<file path="config.mk">
export PLATFORM = sky130hd
export DESIGN_NAME = mfc_seq_top
export DESIGN_NICKNAME = d
export VERILOG_FILES = /design/src/rtl/mfc_pkg.sv /design/src/rtl/mfc_regs.sv /design/src/rtl/mfc_fsm.sv /design/src/rtl/mfc_seq_top.sv
export SDC_FILE = /design/constraint.sdc
export NUM_CORES = 1
export LEC_CHECK = 0
export ABC_AREA = 1
export CORE_AREA = 3 3 120 88
export DETAILED_ROUTE_END_ITERATION = 10
export DIE_AREA = 0 0 123 91
export GPL_TIMING_DRIVEN = 1
export PLACE_DENSITY = 0.81
export SLEW_MARGIN = 20
export SYNTH_ARGS = -nofsm -noshare
export SYNTH_HDL_FRONTEND = slang
export SYNTH_SLANG_ARGS = --single-unit
</file>
<file path="constraint.sdc">
create_clock -name clk_i -period 1.4 [get_ports clk_i]
set_clock_uncertainty 0.15 [all_clocks]
set_input_delay 0.21 -clock clk_i [delete_from_list [all_inputs] [get_ports clk_i]]
set_output_delay 0.21 -clock clk_i [all_outputs]
set_load 0.01 [all_outputs]
</file>
<file path="src/rtl/mfc_pkg.sv">
`timescale 1ns/1ps
package mfc_pkg;
  localparam logic [1:0] A_CTRL   = 2'd0;
  localparam logic [1:0] A_MASK   = 2'd1;
  localparam logic [1:0] A_TIMING = 2'd2;

  localparam int unsigned B_START = 0;
  localparam int unsigned B_MODE  = 1;
  localparam int unsigned B_BYP   = 4;
  localparam int unsigned B_HOLD  = 13;
  localparam int unsigned B_BUF   = 15;
  localparam int unsigned B_BUSY  = 31;

  typedef enum logic [2:0] {
    S_IDLE, S_WAIT, S_COPY, S_REQ, S_REL, S_FIN
  } seq_state_e;

  typedef struct packed {
    logic buf_en;
    logic hold_en;
    logic bypass;
    logic mode;
    logic start;
  } ctrl_t;
endpackage

</file>
<file path="src/rtl/mfc_regs.sv">
`timescale 1ns/1ps
module mfc_regs
  import mfc_pkg::*;
#(
  parameter int unsigned TREFI_W = 12,
  parameter int unsigned TRFC_W  = 10
) (
  input  logic               clk_i,
  input  logic               rst_ni,
  input  logic               wr_en_i,
  input  logic [1:0]         addr_i,
  input  logic [31:0]        wdata_i,
  output logic [31:0]        rdata_o,
  input  logic               copy_i,
  input  logic               clear_i,
  output ctrl_t              ctrl_o,
  output logic [31:0]        mask_o,
  output logic [TREFI_W-1:0] trefi_o,
  output logic [TRFC_W-1:0]  trfc_o
);
  localparam int unsigned TREFI_LSB = 16;
  localparam int unsigned PAD_HI    = 32 - TREFI_LSB - TREFI_W;
  localparam int unsigned PAD_LO    = TREFI_LSB - TRFC_W;

  ctrl_t              ctrl_q;
  logic [31:0]        mask_q;
  logic [TREFI_W-1:0] sh_trefi_q, act_trefi_q;
  logic [TRFC_W-1:0]  sh_trfc_q, act_trfc_q;
  logic [TREFI_W-1:0] w_trefi;
  logic [TRFC_W-1:0]  w_trfc;
  logic               wr_ctrl, wr_tim;

  assign w_trefi = wdata_i[TREFI_LSB +: TREFI_W];
  assign w_trfc  = wdata_i[0 +: TRFC_W];
  assign wr_ctrl = wr_en_i && addr_i == A_CTRL;
  assign wr_tim  = wr_en_i && addr_i == A_TIMING;

  always_ff @(posedge clk_i or negedge rst_ni) begin
    if (!rst_ni) begin
      ctrl_q <= '0;
      mask_q <= '0;
    end else begin
      if (clear_i) ctrl_q.start <= 1'b0;
      else if (wr_ctrl && !ctrl_q.start) begin
        ctrl_q.start   <= wdata_i[B_START];
        ctrl_q.mode    <= wdata_i[B_MODE];
        ctrl_q.bypass  <= wdata_i[B_BYP];
        ctrl_q.hold_en <= wdata_i[B_HOLD];
        ctrl_q.buf_en  <= wdata_i[B_BUF];
      end
      if (wr_en_i && addr_i == A_MASK) mask_q <= wdata_i;
    end
  end

  always_ff @(posedge clk_i or negedge rst_ni) begin
    if (!rst_ni) begin
      sh_trefi_q  <= '0;
      sh_trfc_q   <= '0;
      act_trefi_q <= '0;
      act_trfc_q  <= '0;
    end else begin
      if (wr_tim && ctrl_q.buf_en) begin
        sh_trefi_q <= w_trefi;
        sh_trfc_q  <= w_trfc;
      end
      if (copy_i) begin
        act_trefi_q <= sh_trefi_q;
        act_trfc_q  <= sh_trfc_q;
      end else if (wr_tim && !ctrl_q.buf_en) begin
        act_trefi_q <= w_trefi;
        act_trfc_q  <= w_trfc;
      end
    end
  end

  logic [31:0] ctrl_word;
  always_comb begin
    ctrl_word         = '0;
    ctrl_word[B_START] = ctrl_q.start;
    ctrl_word[B_MODE]  = ctrl_q.mode;
    ctrl_word[B_BYP]   = ctrl_q.bypass;
    ctrl_word[B_HOLD]  = ctrl_q.hold_en;
    ctrl_word[B_BUF]   = ctrl_q.buf_en;
    ctrl_word[B_BUSY]  = ctrl_q.start;
  end

  always_comb begin
    unique case (addr_i)
      A_CTRL:   rdata_o = ctrl_word;
      A_MASK:   rdata_o = mask_q;
      A_TIMING: rdata_o = ctrl_q.buf_en
                  ? {{PAD_HI{1'b0}}, sh_trefi_q, {PAD_LO{1'b0}}, sh_trfc_q}
                  : {{PAD_HI{1'b0}}, act_trefi_q, {PAD_LO{1'b0}}, act_trfc_q};
      default:  rdata_o = '0;
    endcase
  end

  assign ctrl_o  = ctrl_q;
  assign mask_o  = mask_q;
  assign trefi_o = act_trefi_q;
  assign trfc_o  = act_trfc_q;


  direct_wr_chk: assert property (@(posedge clk_i) disable iff (!rst_ni)
    (wr_tim && !ctrl_q.buf_en && !copy_i) |=>
      (act_trefi_q == $past(w_trefi) && act_trfc_q == $past(w_trfc)));


  busy_ctrl_chk: assert property (@(posedge clk_i) disable iff (!rst_ni)
    (wr_ctrl && ctrl_q.start) |=>
      ({ctrl_q.buf_en, ctrl_q.hold_en, ctrl_q.bypass, ctrl_q.mode} ==
       $past({ctrl_q.buf_en, ctrl_q.hold_en, ctrl_q.bypass, ctrl_q.mode})));
endmodule

</file>
<file path="src/rtl/mfc_fsm.sv">
`timescale 1ns/1ps
module mfc_fsm
  import mfc_pkg::*;
#(
  parameter int unsigned N_MST = 4
) (
  input  logic             clk_i,
  input  logic             rst_ni,
  input  logic             start_i,
  input  logic             hold_en_i,
  input  logic             buf_en_i,
  input  logic [N_MST-1:0] mst_rdy_i,
  input  logic [N_MST-1:0] mask_i,
  input  logic             sw_ack_i,
  output logic             sw_req_o,
  output logic             pad_hold_o,
  output logic             copy_o,
  output logic             clear_o
);
  seq_state_e state_q, state_d;
  logic       pad_q;
  logic       rdy_ok;

  assign rdy_ok = &(mst_rdy_i | mask_i);

  always_comb begin
    state_d = state_q;
    unique case (state_q)
      S_IDLE: if (start_i) state_d = S_WAIT;
      S_WAIT: if (rdy_ok) state_d = S_COPY;
      S_COPY: state_d = S_REQ;
      S_REQ:  if (sw_ack_i) state_d = S_REL;
      S_REL:  state_d = S_FIN;
      S_FIN:  state_d = S_IDLE;
      default: state_d = S_IDLE;
    endcase
  end

  always_ff @(posedge clk_i or negedge rst_ni) begin
    if (!rst_ni) begin
      state_q <= S_IDLE;
      pad_q   <= 1'b0;
    end else begin
      state_q <= state_d;
      if (state_q == S_WAIT && rdy_ok) pad_q <= hold_en_i;
      else if (state_q == S_REL)       pad_q <= 1'b0;
    end
  end

  assign sw_req_o   = state_q == S_REQ;
  assign pad_hold_o = pad_q;
  assign copy_o     = state_q == S_COPY && buf_en_i;
  assign clear_o    = state_q == S_FIN;


  req_hold_chk: assert property (@(posedge clk_i) disable iff (!rst_ni)
    (sw_req_o && !sw_ack_i) |=> sw_req_o);


  wait_gate_chk: assert property (@(posedge clk_i) disable iff (!rst_ni)
    (state_q == S_WAIT && !rdy_ok) |=> state_q == S_WAIT);


  hold_during_req_chk: assert property (@(posedge clk_i) disable iff (!rst_ni)
    (sw_req_o && hold_en_i) |-> pad_hold_o);


  pad_before_done_chk: assert property (@(posedge clk_i) disable iff (!rst_ni)
    $fell(start_i) |-> !pad_hold_o);
endmodule

</file>
<file path="src/rtl/mfc_seq_top.sv">
`timescale 1ns/1ps
module mfc_seq_top
  import mfc_pkg::*;
#(
  parameter int unsigned N_MST   = 4,
  parameter int unsigned TREFI_W = 12,
  parameter int unsigned TRFC_W  = 10
) (
  input  logic               clk_i,
  input  logic               rst_ni,
  input  logic               wr_en_i,
  input  logic [1:0]         addr_i,
  input  logic [31:0]        wdata_i,
  output logic [31:0]        rdata_o,
  input  logic [N_MST-1:0]   mst_rdy_i,
  output logic               pad_hold_o,
  output logic               sw_req_o,
  input  logic               sw_ack_i,
  output logic               sw_mode_o,
  output logic               sw_bypass_o,
  output logic [TREFI_W-1:0] trefi_o,
  output logic [TRFC_W-1:0]  trfc_o
);
  ctrl_t       ctrl;
  logic [31:0] mask;
  logic        copy, clear;

  mfc_regs #(.TREFI_W(TREFI_W), .TRFC_W(TRFC_W)) u_regs (
    .clk_i, .rst_ni, .wr_en_i, .addr_i, .wdata_i, .rdata_o,
    .copy_i(copy), .clear_i(clear), .ctrl_o(ctrl), .mask_o(mask),
    .trefi_o, .trfc_o
  );

  mfc_fsm #(.N_MST(N_MST)) u_fsm (
    .clk_i, .rst_ni,
    .start_i(ctrl.start), .hold_en_i(ctrl.hold_en), .buf_en_i(ctrl.buf_en),
    .mst_rdy_i, .mask_i(mask[N_MST-1:0]), .sw_ack_i,
    .sw_req_o, .pad_hold_o, .copy_o(copy), .clear_o(clear)
  );

  assign sw_mode_o   = ctrl.mode;
  assign sw_bypass_o = ctrl.bypass;


  copy_before_req_chk: assert property (@(posedge clk_i) disable iff (!rst_ni)
    $rose(sw_req_o) |-> (ctrl.buf_en ? $past(copy) : !$past(copy)));
endmodule

</file>
; ---- Yosys cells after proc, flatten, opt, wreduce, memory -nomap -nowiden
; Index checks and enable logic that the tools add are counted.
; W data, S select, Z words.
[op_classes]
n_eq_ne = 10
n_mux = 14
bitwise_logic = 2
n_reduce_logical = 18
[ops]
columns = op, count
row1 = $pmux W32 S3, 1
row2 = $mux W28, 1
row3 = $mux W12, 2
row4 = $mux W10, 2
row5 = $pmux W3 S5, 1
row6 = $mux W3, 3
row7 = $logic_and A1 B1 Y1, 8
row8 = $eq A3 B2 Y1 const B, 2
row9 = $eq A3 B3 Y1 const B, 2
row10 = $reduce_bool A2 Y1, 3
row11 = $mux W1, 4
row12 = $ne A2 B1 Y1 const B, 2
row13 = $or A4 B4 Y4, 1
row14 = $reduce_and A4 Y1, 1
row15 = $eq A3 B1 Y1 const B, 1
row16 = $logic_not A3 Y1, 1
row17 = $reduce_and A3 Y1, 1
row18 = $eq A2 B1 Y1 const B, 1
row19 = $eq A2 B2 Y1 const B, 1
row20 = $logic_not A1 Y1, 2
row21 = $logic_not A2 Y1, 1
row22 = $ne A2 B2 Y1 const B, 1
row23 = $reduce_and A2 Y1, 1
row24 = $not A1 Y1, 1
[word_totals]
out_inout_bits = 58
regBits = 85

; ---- Logic depth before layout (Yosys ltp)
; Gate-level depths: netlist of the first run.
[depth]
word_depth = 5
mapped_depth = 9
depth_no_buf = 8

; ---- Modules after synthesis
; Synthesis of the first run repeated with hierarchy kept, for this count alone.
[hier_totals]
hier_cells = 543
area_unflattened_um2 = 4147.7
[modules_own_cells]
columns = mod, area_each_um2, n_inst, cells_each
row1 = mfc_regs, 3853.7, 1, 497
row2 = mfc_fsm, 294.0, 1, 46

; ---- Worst setup path before layout of the first run
; OpenSTA, ideal clock, no wires.
[synth_timing]
path_type = flip-flop to output port
startpoint = register u_regs.ctrl_q, in the netlist u_regs.ctrl_o[4]
endpoint = output port rdata_o[19]
setup_slack_ns = -0.179
path_stages_with_launch = 6
arrival_time_ns = 1.219
path_cell_list = dfrtp_1 buf_2 inv_1 clkbuf_1 nor2_1 o21ai_0
[synth_via]
elab_chain_len = 2
[synth_lines]
columns = item, line
row1 = from (decl), mfc_regs.sv:25  ; ctrl_t ctrl_q;
row2 = $mux W28, mfc_regs.sv:92  ; ? {{PAD_HI{1'b0}}, sh_trefi_q, {PAD_LO{1'b0}}, sh_trfc_q}
row3 = $pmux W32 S3, mfc_regs.sv:88  ; unique case (addr_i)
row4 = to (decl), mfc_seq_top.sv:14  ; output logic [31:0] rdata_o,
; No other way between the ends.

; ---- Worst setup path after layout of the first run
[layout_timing]
startpoint = register u_regs.ctrl_q, in the netlist u_regs.ctrl_o[4]
endpoint = output port rdata_o[1]
; The elaborated chain is that of the path after synthesis.

==> results of run 1 <==
layout by cell type (no fill, tap or decap), types with 2 or more instances in the layout:
cell             instances
nand3_4                  4
o21ai_1                 43
o21ai_2                 10
bufinv_16                3
inv_2                    6
buf_4                   76
nor2_4                   9
a21oi_2                  3
buf_2                   55
nand2_2                 27
inv_4                    3
o21ai_0                 39
nor2_1                  31
buf_12                  11
dfrtp_1                 84
inv_8                    3
inv_1                   58
nor2_2                   8
a21oi_1                  9
nand4_1                 18
buf_8                    4
buf_6                   27
clkdlybuf4s50_1         37
nand2_1                138
nand3_2                 13
nand3_1                 15
nand2_4                  5
o211ai_1                 2
nor3_4                   2
buf_16                   3
clkbuf_1                 2
clkbuf_16               11
final cells by class:
cell class                 count  area [µm²]  share of cell area [%]
clock buffer                  12         246                    3.53
tap                          128         160                    2.30
clock inverter                 4        95.1                    1.36
inverter                      70         299                    4.29
sequential                    85        2130                    30.5
multi-input combinational    378        2040                    29.2
timing repair inverter         3        38.8                   0.556
timing repair buffer         219        1970                    28.2
worst max-delay path, stage by stage (launching register included):
cell,delay [ps]
dfrtp_1,410
buf_6,150
buf_6,130
o21ai_1,200
o211ai_1,130
buf_2,160
flip-flops by register name, summed over array words and instances, names as in the netlist:
register / count
u_fsm.pad_hold_o: 1
u_regs.trefi_o: 12
u_regs.trfc_o: 10
u_regs.mask_o: 32
u_fsm.state_q: 3
u_regs.ctrl_o: 5
u_regs.sh_trefi_q: 12
u_regs.sh_trfc_q: 10
metrics by stage:
stage	area [µm²]	util, %	TNS [ps]
6_report	6980	73.5	-21340
2_1_floorplan	4230	-	0
3_5_place_dp	5890	62.1	-68330
5_1_grt	6980	73.5	-23640
3_3_place_gp	5890	62.1	-62930
4_1_cts	6700	70.6	-15460
kinds of logic (layout without fill, tap and decap cells):
logic type,Yosys count,count (layout),synth area share [%]
compound gates,106,106,12.7
flops,85,85,50.3
simple gates,272,272,26.7
buf+inv,103,308,10.4
path summary, 6_finish.rpt:
check                                           endpoint                           from  cells after the start  slack, ps
setup / recovery                              rdata_o[1]   u_regs.ctrl_o[4]$_DFFE_PN0P_                      5       -490
hold / removal             u_regs.mask_o[31]$_DFFE_PN0P_                        wr_en_i                      4        250
setup reg to reg            u_regs.trfc_o[0]$_DFFE_PN0P_   u_regs.ctrl_o[4]$_DFFE_PN0P_                     10       -490
hold reg to reg            u_regs.mask_o[16]$_DFFE_PN0P_  u_regs.mask_o[16]$_DFFE_PN0P_                      2        330
max in group asynchronous   u_fsm.state_q[0]$_DFFE_PN0P_                         rst_ni                      3        420
min in group asynchronous   u_regs.mask_o[6]$_DFFE_PN0P_                         rst_ni                      3        300
where the power goes:
| part | total, mW | switching (mW) | internal, mW | leakage (nW) |
|---|---|---|---|---|
| sequential | 3.99 | 0.652 | 3.34 | 1.04 |
| clock | 2.79 | 0.997 | 1.79 | 0.167 |
| combinational | 7.75 | 4.13 | 3.62 | 2.33 |
routing by layer:
| layer | GRT usage, % | up-vias | part of all wire, % |
|---|---|---|---|
| li1 | - | 2203 | - |
| met1 | 38.6 | 2368 | 39 |
| met2 | 43.2 | 382 | 46 |
| met3 | 6.66 | 88 | 10 |
| met4 | 11.0 | 0 | 4.6 |
| met5 | 0 | - | 0 |
timing repair:
item / in CTS / in global routing
setup buffers: 19 / 11
setup endpoints to repair: 142 / 119
endpoints found under the hold margin: 85 / 0
gates resized for setup: 367 / 81
hold buffers: 1 / 0
gates cloned: 9 / 2
pin swaps: 33 / 30
==> impl_metrics.json, run 1 <==
{
  "cellPowerDensity_nw_per_um2": 2080,
  "synth.distinct_cells": 19,
  "ant_nets": 0,
  "tritoncts": "yes",
  "cts_buffers": 9,
  "io_buffers": 99,
  "setup_violations": 76,
  "gr-total-overflow": 0,
  "synth_nets": 608,
  "arrival_ps": 1530,
  "hold_violations": 0,
  "synth_top_cell_area_share_pct": 50.3,
  "place_ws_ps": -891,
  "grt_pass1_vias": 4804,
  "synth_edf_count": 0,
  "grt_pass1_wl_um": 24500,
  "rows": 30,
  "areaGrowthSynthToFinish_pct": 65.0,
  "routed_wl_um": 17600,
  "power.leakage_nw": 3.54,
  "core_um2": 9500,
  "cts_root_buf": "clkbuf_16",
  "wire_per_inst_um": 19.5,
  "first_iter_violations": 548,
  "synth_area_leaders": "dfrtp_1 (50%), nand2_1 (15%), o21ai_0 (11%), inv_1 (5.9%), nor2_1 (4.1%)",
  "max_clock_freq_mhz": 529,
  "drt-vias-per-instance": 5.61,
  "clk_latency_ps": 350,
  "ir_worst_vdd_uv": 1030,
  "clock-sinks": 85,
  "synth-seq-cells": 85,
  "gp_congestion": 0.858,
  "h-tree-depth": 3,
  "whs_ps": 253,
  "period_minus_slack_ps": 1890,
  "p_total_mw": 14.5,
  "max_cap_viol_count": 0,
  "endpoint_kind": "output pin",
  "final_cells": 899,
  "fillCellCount": 629,
  "synth_ff_type": "dfrtp_1",
  "netlist_area_um2": 4230,
  "maxSlewViolCount": 0,
  "fin_crit_sh_pct": 135,
  "postLayoutSetupSlackWorst_ps": -492,
  "ys_warn_count": 0,
  "hpwlAfterDp_um": 8980,
  "grtUsageTotal_pct": 28.2,
  "drive_above_1_share_pct": 37.7,
  "die_height_um": 91,
  "crit_path_max_fanout": 5,
  "synth.most_common_cell": "nand2_1",
  "min-delay-path-class": "in -> reg",
  "clk_pin_slew_worst_paths_ps": 70,
  "placedCellCount": 845,
  "avgSynthCellArea_um2": 7.47,
  "antenna_found_initial": 0,
  "violations": "setup timing",
  "route.detailed.drc": 0,
  "slew_headroom_pct": 68.9,
  "io-pin-count": 100,
  "syn_inst": 566,
  "grt_max_degree": 86,
  "synth_common_cells": "nand2_1 (170), o21ai_0 (89), dfrtp_1 (85)",
  "finalNetCount": 808,
  "start_util_pct": 44.5,
  "die_area_um2": 11200,
  "diodes": 0,
  "status": "finished with violations",
  "max_slew.worst_pin.slew_ps": 466,
  "yosys.area.top_type": "dfrtp_1",
  "worstSetupPathType": "reg -> out",
  "cp-start-kind": "flip-flop",
  "yosysSeqAreaShare_pct": 50.3,
  "async_reset_ff_share_pct": 100,
  "worstPathRequired_ps": 1040,
  "drtPass1Iterations": 5,
  "clk_path_buf_depth": 2,
  "rsz0062_at_grt": "true",
  "vias": 5041,
  "fp.dieW_um": 123
}
Note: power is estimated with default switching activity, not from simulation.
==> run 2, diff against run 1 <==
--- a/config.mk
+++ b/config.mk
@@ -6,6 +6,7 @@
 export NUM_CORES = 1
 export LEC_CHECK = 0
 export ABC_AREA = 1
+export ABC_CLOCK_PERIOD_IN_PS = 1400
 export CORE_AREA = 3 3 120 88
 export DETAILED_ROUTE_END_ITERATION = 10
 export DIE_AREA = 0 0 123 91
==> results of run 2 <==
The final DEF is identical to that of run 1; final timing and power are the same.
==> run 3, diff against run 2 <==
--- a/config.mk
+++ b/config.mk
@@ -7,9 +7,9 @@
 export LEC_CHECK = 0
 export ABC_AREA = 1
 export ABC_CLOCK_PERIOD_IN_PS = 1400
-export CORE_AREA = 3 3 120 88
+export CORE_AREA = 3 3 91 115
 export DETAILED_ROUTE_END_ITERATION = 10
-export DIE_AREA = 0 0 123 91
+export DIE_AREA = 0 0 94 118
 export GPL_TIMING_DRIVEN = 1
 export PLACE_DENSITY = 0.81
 export SLEW_MARGIN = 20
==> run 3 against run 2 <==
  * Count of clock-buffer cells in the layout unchanged
  * Clock power fell by 21%
  * Global-route usage down 1.9 points
  * Total power fell by 14%
  * First-iteration DRC count down 12%
  * Sequential cell count stayed put
  * Critical path depth is 1 lower
  * Critical endpoint is now rdata_o[25]
  * Largest cell class unchanged
  * Sequential share of layout area up 1.5 points
  * Fmax increased by 5.3%
  * Sequential power down 1%
  * The run still ends with setup timing left
  * Cell area is 4.5% lower
==> impl_metrics.json, run 3 (synthesized netlist as in run 1, its figures left out) <==
{
  "vias": 4856,
  "ir_worst_vdd_uv": 1090,
  "io_buffers": 99,
  "grt_pass1_wl_um": 22700,
  "io-pin-count": 100,
  "clock_power_share_pct": 17.6,
  "finalNetCount": 801,
  "p_int_mw": 7.54,
  "power.leakage_nw": 3.48,
  "rows": 40,
  "placedCellCount": 838,
  "cellPowerDensity_nw_per_um2": 1890,
  "grt_pass1_vias": 4682,
  "fillCellCount": 692,
  "clk_latency_ps": 340,
  "hpwlAfterDp_um": 8870,
  "h-tree-depth": 3,
  "final_cells": 888,
  "rsz0062_at_grt": "true",
  "setup_violations": 56,
  "routed_wl_um": 16000,
  "grtUsageTotal_pct": 26.3,
  "clk_path_buf_depth": 2,
  "design_area_um2": 6660,
  "first_iter_violations": 482,
  "drive_above_1_share_pct": 31.4,
  "p_total_mw": 12.6,
  "die_area_um2": 11100,
  "ff_latch_area_um2": 2130,
  "drt-vias-per-instance": 5.47,
  "slew_headroom_pct": 67.9,
  "min-delay-path-class": "in -> reg",
  "core_um2": 9510,
  "period_minus_slack_ps": 1800,
  "max_clock_freq_mhz": 557,
  "final_cell_mix": "nand2_1 (155), dfrtp_1 (83), buf_4 (78)",
  "grt_max_degree": 86,
  "endpoint_kind": "output pin",
  "worstPathRequired_ps": 1040,
  "crit_path_max_fanout": 14,
  "max_slew.worst_pin.slew_ps": 482,
  "status": "finished with violations",
  "m1WireLength_um": 5770,
  "clk_pin_slew_worst_paths_ps": 60,
  "die_height_um": 118,
  "pwr-share-seq_pct": 31.4,
  "gp_congestion": 0.824,
  "gr-total-overflow": 0,
  "worstSetupPathType": "reg -> out",
  "antenna_found_initial": 0,
  "maxSlewViolCount": 0,
  "largest_reg_flops": 32,
  "violations": "setup timing",
  "route.detailed.drc": 0,
  "start_util_pct": 44.5,
  "tritoncts": "yes",
  "mostFrequentLayoutCell": "nand2_1",
  "min_from": "wr_en_i",
  "hold_violations": 0,
  "diodes": 0,
  "cts_root_buf": "clkbuf_16",
  "areaGrowthSynthToFinish_pct": 57.6,
  "arrival_ps": 1440,
  "wl_met2_um": 8040,
  "ant_nets": 0,
  "cp-start-kind": "flip-flop",
  "max_cap_viol_count": 0,
  "fin_crit_sh_pct": 128,
  "final.setup.tns_ps": -13260,
  "r2r_start": "u_fsm.state_q[1]$_DFFE_PN0P_",
  "postLayoutSetupSlackWorst_ps": -396,
  "crit_path_start": "u_regs.ctrl_o[4]$_DFFE_PN0P_",
  "power_switching_mw": 5.03,
  "wire_per_inst_um": 18.0,
  "cts_buffers": 9,
  "power_frac_comb_pct": 51.0,
  "switching_share_pct": 40.0,
  "whs_ps": 261,
  "clock-sinks": 85,
  "top_layer": "met4",
  "multi_input_area_um2": 1860,
  "fp.dieW_um": 94,
  "dr_wl_met3_um": 1220,
  "drtPass1Iterations": 5,
  "dpl-instance-area_um2": 5900
}
==> run 3: cell count changes in the layout (fill, tap and decap cells not counted), moves of 4 or more <==
cell     previous run  this run
nand3_2            13         5
nand2_1           138       155
nor2_1             31        39
nand2_2            27        10
nor2_2              8         4
o21ai_1            43        38
buf_6              27        18
nand3_1            15        26
nor2_4              9         5
o21ai_0            39        52
o21ai_2            10         2
==> run 3: through the flow <==
| stage | setup slack (ps) | util [%] |
|---|---|---|
| after floorplan | 0.703 | - |
| after detailed placement | -886 | 62.1 |
| final | -396 | 70.1 |
| after global placement | -842 | 62.1 |
| after global routing | -469 | 70.1 |
| after CTS | -375 | 66.4 |
==> run 3: critical path: stages (launching register included) <==
cell and delay, ps:
dfrtp_2 430, buf_4 230, o21ai_0 110, o21ai_1 150, buf_2 170
==> run 3: layout make-up <==
class,instances,share of cell area (%)
flip-flops and latches,85,32.0
repair buffers,214,29.4
repair inverters,1,0.0939
inverters,70,4.26
clock buffers,12,3.85
well taps,126,2.37
clock inverters,2,0.150
multi-input cells,378,28.0
==> run 3: what timing repair did <==
action | 4_1_cts | 5_1_grt
cloned | 4 | 6
resized for setup | 284 | 66
endpoints found under the hold margin | 85 | 0
pin swaps | 2 | 15
hold buffers | 1 | 0
setup endpoints to repair | 137 | 82
setup buffers | 17 | 9
==> run 3: power by group through the flow <==
stage | combinational [mW] | clock, mW | sequential [mW]
2_1_floorplan | 2.30 | 0 | 4.02
3_3_place_gp | 5.36 | 0 | 3.84
3_5_place_dp | 5.56 | 0 | 3.89
4_1_cts | 5.54 | 2.20 | 3.87
5_1_grt | 6.91 | 2.36 | 4.02
6_report | 6.41 | 2.21 | 3.95
==> run 3: worst paths after layout <==
kind / endpoint / slack (ps) / cells after the start
setup / recovery: rdata_o[25] / -400 / 4
hold / removal: u_regs.mask_o[15]$_DFFE_PN0P_ / 260 / 4
setup reg to reg: u_regs.trefi_o[5]$_DFFE_PN0P_ / -290 / 9
hold reg to reg: u_regs.mask_o[15]$_DFFE_PN0P_ / 330 / 2
max in group asynchronous: u_regs.trefi_o[6]$_DFFE_PN0P_ / 420 / 3
min in group asynchronous: u_regs.ctrl_o[0]$_DFFE_PN0P_ / 270 / 3
==> run 3: layer usage <==
layer | up-vias | GRT usage (%)
li1 | 2185 | -
met1 | 2284 | 29.8
met2 | 301 | 44.6
met3 | 86 | 6.39
met4 | 0 | 14.1
met5 | - | 0
